## config.mk

```make
export PLATFORM = sky130hd
export DESIGN_NAME = sense_barrier
export DESIGN_NICKNAME = d
export VERILOG_FILES = /design/src/rtl/barrier_pkg.sv /design/src/rtl/barrier_local_sense.sv /design/src/rtl/barrier_tally.sv /design/src/rtl/barrier_episode.sv /design/src/rtl/sense_barrier.sv
export SDC_FILE = /design/constraint.sdc
export NUM_CORES = 1
export LEC_CHECK = 0
export ABC_AREA = 1
export CORE_AREA = 2 2 39 41
export DETAILED_ROUTE_END_ITERATION = 16
export DIE_AREA = 0 0 41 43
export PLACE_DENSITY = 0.66
export SLEW_MARGIN = 20
export SYNTH_ARGS = -nofsm -noshare
export SYNTH_HDL_FRONTEND = slang
export SYNTH_SLANG_ARGS = --single-unit
```

## constraint.sdc

```tcl
create_clock -name clk -period 3 [get_ports clk]
set_input_delay 0.75 -clock clk [delete_from_list [all_inputs] [get_ports clk]]
set_output_delay 0.75 -clock clk [all_outputs]
set_load 0.05 [all_outputs]
```

## src/rtl/barrier_pkg.sv

```systemverilog
package barrier_pkg;
  // Reset values chosen so that every participant starts free to run.
  localparam logic PRIV_SENSE_RST   = 1'b1;
  localparam logic SHARED_SENSE_RST = 1'b0;
endpackage

```

## src/rtl/barrier_local_sense.sv

```systemverilog
module barrier_local_sense #(
  parameter int TOTAL = 4
) (
  input  logic             clk,
  input  logic             rst,
  input  logic [TOTAL-1:0] arrive,
  input  logic             shared_sense,
  output logic [TOTAL-1:0] accept,
  output logic [TOTAL-1:0] released
);
  import barrier_pkg::*;

  logic [TOTAL-1:0] priv_q;

  for (genvar g = 0; g < TOTAL; g++) begin : g_part
    // Only a participant that is currently free may join the episode.
    assign released[g] = priv_q[g] ^ shared_sense;
    assign accept[g]   = arrive[g] & released[g];

    always_ff @(posedge clk) begin
      if (rst) begin
        priv_q[g] <= PRIV_SENSE_RST;
      end else if (accept[g]) begin
        priv_q[g] <= ~priv_q[g];
      end
    end
  end
endmodule

```

## src/rtl/barrier_tally.sv

```systemverilog
module barrier_tally #(
  parameter int TOTAL = 4,
  parameter int CW    = $clog2(TOTAL + 1)
) (
  input  logic [TOTAL-1:0] accept,
  output logic [CW-1:0]    n_accept
);
  always_comb begin
    n_accept = '0;
    for (int i = 0; i < TOTAL; i++) begin
      n_accept = n_accept + CW'(accept[i]);
    end
  end
endmodule

```

## src/rtl/barrier_episode.sv

```systemverilog
module barrier_episode #(
  parameter int TOTAL = 4,
  parameter int CW    = $clog2(TOTAL + 1)
) (
  input  logic          clk,
  input  logic          rst,
  input  logic [CW-1:0] n_accept,
  output logic [CW-1:0] count_q,
  output logic          shared_sense
);
  import barrier_pkg::*;

  localparam int SW = CW + 1;

  logic [SW-1:0] sum;
  logic          complete;

  assign sum      = {1'b0, count_q} + {1'b0, n_accept};
  assign complete = (n_accept != '0) && (sum == SW'(TOTAL));

  always_ff @(posedge clk) begin
    if (rst) begin
      count_q      <= '0;
      shared_sense <= SHARED_SENSE_RST;
    end else if (complete) begin
      // Arrivers now hold the same sense as the old shared bit; inverting the
      // shared bit makes every participant differ from it again.
      count_q      <= '0;
      shared_sense <= ~shared_sense;
    end else begin
      count_q <= sum[CW-1:0];
    end
  end
endmodule

```

## src/rtl/sense_barrier.sv

```systemverilog
module sense_barrier #(
  parameter int TOTAL = 4
) (
  input  logic             clk,
  input  logic             rst,
  input  logic [TOTAL-1:0] arrive,
  output logic [TOTAL-1:0] released
);
  localparam int CW = $clog2(TOTAL + 1);

  logic [TOTAL-1:0] accept;
  logic [CW-1:0]    n_accept;
  logic [CW-1:0]    count_q;
  logic             shared_sense;

  barrier_local_sense #(.TOTAL(TOTAL)) i_local (
    .clk          (clk),
    .rst          (rst),
    .arrive       (arrive),
    .shared_sense (shared_sense),
    .accept       (accept),
    .released     (released)
  );

  barrier_tally #(.TOTAL(TOTAL), .CW(CW)) i_tally (
    .accept   (accept),
    .n_accept (n_accept)
  );

  barrier_episode #(.TOTAL(TOTAL), .CW(CW)) i_episode (
    .clk          (clk),
    .rst          (rst),
    .n_accept     (n_accept),
    .count_q      (count_q),
    .shared_sense (shared_sense)
  );
endmodule

```

Word level (Yosys, flattened, before mapping)
Index checks and enable logic that the tools add are counted.

cells by class
  $add $sub $neg = 4
  multipliers = 0
  divide/modulo/power cells = 0
  magnitude comparators = 0
  equal/unequal tests = 1
  shift-type cells = 0
  muxes and demuxes = 0
  bitwise operators = 13
  reduce and logical (&&, ||, !) cells = 3

operators by type and width
  cell                number
  $add 3x1->3         2
  $not 1->1           5
  $add 3x3->4         1
  $and 1x1->1         4
  $eq 4x3->1 const B  1
  $xor 1x1->1         4
  $reduce_bool 3->1   1
  $add 1x1->2         1
  $reduce_or 2->1     1
  $logic_and 1x1->1   1

word-level totals
  register bits after elaboration = 8
  bits in latches = 0
  bits in writable memories = 0
  ROM bits = 0
  input port bits = 6
  output and inout bits = 4
  logic and storage cells = 27
  memories kept = 0

Depth between registers and ports, before layout
  depth after elaboration = 9
  mapped depth = 16
  gate-level depth less buffers = 15

Modules after synthesis
From an unflattened synthesis, not the netlist that was laid out.

second synthesis, totals
  cell total of the unflattened synthesis = 94
  area total of the unflattened synthesis = 625.6 sq um

modules (own cells, without submodules)
  module               times used  cells each  area each (sq um)  sequential area each (sq um)
  barrier_episode      1           44          291.5              80.1
  barrier_local_sense  1           47          289.0              80.1
  barrier_tally        1           3           45.0               0.0

Worst setup path after synthesis
Ideal clock, no wire load.

  kind = input-to-reg
  from = input port arrive[1]
  to = register i_episode.count_q[0]
  library setup time = 0.112 ns
  data arrival time = 2.789 ns
  slack = 0.099 ns
  stages = 10
  path through = inv_1 > a21oi_2 > ha_1 > fa_1 > ha_1 > fa_1 > nor3_1 > nand2_1 > nand2_1 > nor2_1

on the way
  cells in the longest elaborated chain, start to end = 8
  elaborated cells between the ends (all ways) = 9
  those cells by class = add/sub: 4; eq/ne: 1; bitwise: 1; reduce/logical: 3

RTL lines
  element                           RTL line                   source
  start: declaration                sense_barrier.sv:6         input logic [TOTAL-1:0] arrive,
  $and 1x1->1                       barrier_local_sense.sv:18  assign accept[g] = arrive[g] & released[g];
  via accept[1]                     sense_barrier.sv:11        logic [TOTAL-1:0] accept;
  $add 1x1->2                       barrier_tally.sv:11        n_accept = n_accept + CW'(accept[i]);
  $add 3x1->3 (2 in a row)          barrier_tally.sv:11
  $add 3x3->4                       barrier_episode.sv:18      assign sum = {1'b0, count_q} + {1'b0, n_accept};
  via i_episode.sum[1]              barrier_episode.sv:15      logic [SW-1:0] sum;
  $eq 4x3->1                        barrier_episode.sv:19      assign complete = (n_accept != '0) && (sum == SW'(TOTAL));
  $logic_and 1x1->1                 barrier_episode.sv:19
  $reduce_or 2->1 (no source line)  n/a
  end signal: assignment            barrier_episode.sv:31      count_q <= sum[CW-1:0];
  end: declaration                  barrier_episode.sv:8       output logic [CW-1:0] count_q,

The timed path passes the listed nets, and every way through them passes these cells.
A chain may end at the register's enable or synchronous reset.

Final worst setup path
  from = input port arrive[3]
  to = register i_episode.count_q[0]

on the way
  cells in the longest elaborated chain, start to end = 6
  elaborated cells between the ends (all ways) = 7
  those cells by class = add/sub: 2; eq/ne: 1; bitwise: 1; reduce/logical: 3

RTL lines
  element                           RTL line
  $and 1x1->1 *                     barrier_local_sense.sv:18
  $add 3x1->3 *                     barrier_tally.sv:11
  $add 3x3->4                       barrier_episode.sv:18
  $eq 4x3->1                        barrier_episode.sv:19
  $logic_and 1x1->1                 barrier_episode.sv:19
  $reduce_or 2->1 (no source line)  n/a

Every way passes the cells marked *; elsewhere a longest branch is shown, timed or not.

==> out/results.txt <==
Dpl cell area: 671 µm²
Initial drt markers: 3
Worst slew margin: 66.9%
Yosys reg bits: 8
Synth area leaders: dfxtp_1 (30%), nand2_1 (12%), ha_1 (12%)
FF-to-FF path depth: 15
Largest stage delay on the critical path: 0.49 ns
Tcrit/Tclk final: 95.9%
Post-DR wirelength/cell: 9.73 µm
CTS tree: built
Most instantiated library cell after synthesis: nand2_1
Die area: 0.00176 mm²
Slew Limit Fails: 0
Synthesized area: 527 µm²
Initial DRT Pass Iterations: 4
Sequential area share after synthesis: 30.4%
Dpl cells: 102
Hpwl dp: 778 µm
Die Y: 43 µm
Worst slack at placement: -0.539 ns
Residual DRC: 0
Antenna diode count: 0
Hold path depth: 2
Vias in the first global route: 442
Top cell type's share of synthesized area: 30.4%
Total clock sinks: 8
Sw power: 0.000414 W
Final Hold Viols: 0
Part of the power in registers: 17.4%
Post-synth cell types: 15
Setup_tns: 0 ns
Max-Cap Viols: 0
Share of layout cells above drive strength 1: 33.0%
Crit path top cell by count: nand2_1
CP Capture Type: flop
Critical path class: in -> reg
Bufs and invs on worst path: 3
CP delay by family, top: adder cells
Status: finished clean
Crit path max fanout: 3
Skew final: 0.000787 ns
Post-synth ARST share: 0%
Synth Area in XOR/XNOR: 0%
Largest family of logic cells by synthesized area: simple AND/OR/NAND/NOR gates
Pin count of the biggest net entering global routing: 9
Static Leak: 0.360 nW
Vias: 487
PD cells: 1190 mW/mm²
Final Util: 55.0%
CTS Root Cell: clkbuf_4
Gate power share: 73.3%
Overflow after GRT: 0
Worst-path clk slew: 0.06 ns
Core area: 0.00138 mm²
Initial antenna violation count: 0
Synthesized area per cell: 7.32 µm²
Worst-Margin Slew: 0.495 ns
Data arrival, critical path: 3.03 ns
Buffers on Ports: 9
Final setup margin: 0.122 ns
GPL Wtd Cong: 0.771
Worst-skew pair later-pin latency: 0.25 ns
Non-Filler Instances: 107
Longest Clk Path Bufs: 2
Post-synth top cells: nand2_1 (17), inv_1 (12), a21oi_1 (8), dfxtp_1 (8), nor2_1 (6)
Leading area contributor after synthesis: dfxtp_1
First-pass GRT wire length: 1.68 mm
Fraction of synthesized area in multiplexers: 0%
Worst vdd ir: 0.000424 V
Synth Area in Adders: 19.5%
Internal Pwr Total: 0.000489 W
Critical-path cell list: clkdlybuf4s50_1 -> inv_1 -> a21oi_2 -> fa_2 -> ha_4 -> fa_2 -> inv_1 -> nand2_1 -> nand2_1 -> nand2_1 -> nor2_2 -> nand2_1 -> nand2_2 -> nor2_1
Area Growth Syn to Fin: 44.4%
Post-synth top flop: dfxtp_1
Synth warn: 0
Simple-Gate Fraction of Synth Area: 24.0%
H-tree levels: 1
Clock share of power: 9.2%
Fin area: 761 µm²
Hold crit path type: reg -> reg
Gr usage total: 14.2%
Io pins: 10
Post-synth EDFFs: 0
Post-route ant nets: 0
Final Routed Wirelength: 1.04 mm
Slowest-stage cell, CP: fa_2
Total CTS buffers: 3
RSZ-0062 raised after global routing: false
Row cnt: 14
Vias/cell: 4.55
Initial Util: 38.1%
Post-synthesis compound-gate area fraction: 14.7%
Hold_buf cts: 0
Startpoint Class: input pin
Die X: 41 µm
Post-layout minimum cycle time: 2.88 ns
Synthesized instance count: 72
Net Sw Frac: 45.8%
Post-synth net total: 85
Total Nets Final: 106
CP Data Required Time: 3.15 ns
WP depth: 14
Setup-failing EPs final: 0
Max Freq: 0.347 GHz
[power groups by stage]
stage               combinational, W  clock (W)  sequential [W]
floorplan                   0.000367          0        0.000152
global placement            0.000492          0        0.000156
detailed placement          0.000504          0        0.000156
finish                      0.000662  0.0000834        0.000157
global route                0.000728  0.0000916        0.000162
CTS                         0.000657  0.0000867        0.000156
[worst min-delay path, cell delays in order, from the launching register on]
cell and delay, ns:
dfxtp_1 0.34, a21oi_1 0.06, o21ai_0 0.06
[cell families after synthesis]
group	Yosys count
flops	8
simple gates	29
fa+ha+maj	7
compound gates	14
buf+inv	14
[state kept, by name, indices dropped and copies added, names as in the netlist]
signal / count
i_episode.shared_sense: 1
i_episode.count_q: 3
i_local.priv_q: 4
[metrics by stage]
step | total power (W) | hold slack (ns)
floorplan | 0.000519 | 0.451
global placement | 0.000648 | 0.466
detailed placement | 0.000660 | 0.475
CTS | 0.000899 | 0.490
global route | 0.000981 | 0.529
finish | 0.000903 | 0.489
[what timing repair did]
item,in CTS,in global routing
setup buffers,2,0
pin swaps,8,2
cloned,0,0
endpoints found under the setup margin,4,4
gates resized for setup,14,2
[layout by cell type (no fill, tap or decap), types with 2 or more instances in the layout]
| master | count |
|---|---|
| clkdlybuf4s50_1 | 7 |
| nor2_1 | 5 |
| ha_1 | 3 |
| inv_2 | 3 |
| dfxtp_1 | 7 |
| ha_4 | 2 |
| o21ai_0 | 4 |
| or2_2 | 2 |
| clkbuf_4 | 3 |
| a21oi_2 | 4 |
| or2_4 | 2 |
| nand2_1 | 16 |
| fa_2 | 2 |
| a21oi_1 | 6 |
| dlygate4sd2_1 | 2 |
| inv_1 | 10 |
| buf_4 | 8 |
[area by class of cell]
cell class / count / area [µm²]
Fill cell: 138 / 623
Clock buffer: 3 / 22.5
Tap cell: 16 / 20.0
Inverter: 13 / 48.8
Sequential cell: 8 / 161
Multi-Input combinational cell: 50 / 360
Timing Repair Buffer: 17 / 148
[metal layers]
metal	share of wire [%]	track usage (%)	wire, µm
met5	0	0	0
met4	1.4	6.00	15
met3	2.0	3.14	21
met2	53	24.7	548
met1	44	15.4	455
[final timing paths]
check,startpoint,to,slack (ns)
min reg2reg,i_local.priv_q[3],i_local.priv_q[3],0.49
min,i_local.priv_q[3],i_local.priv_q[3],0.49
max,arrive[3],i_episode.count_q[0],0.12
max reg2reg,i_episode.shared_sense,i_episode.count_q[0],0.23
No activity file was read; power rests on OpenSTA's default activity.
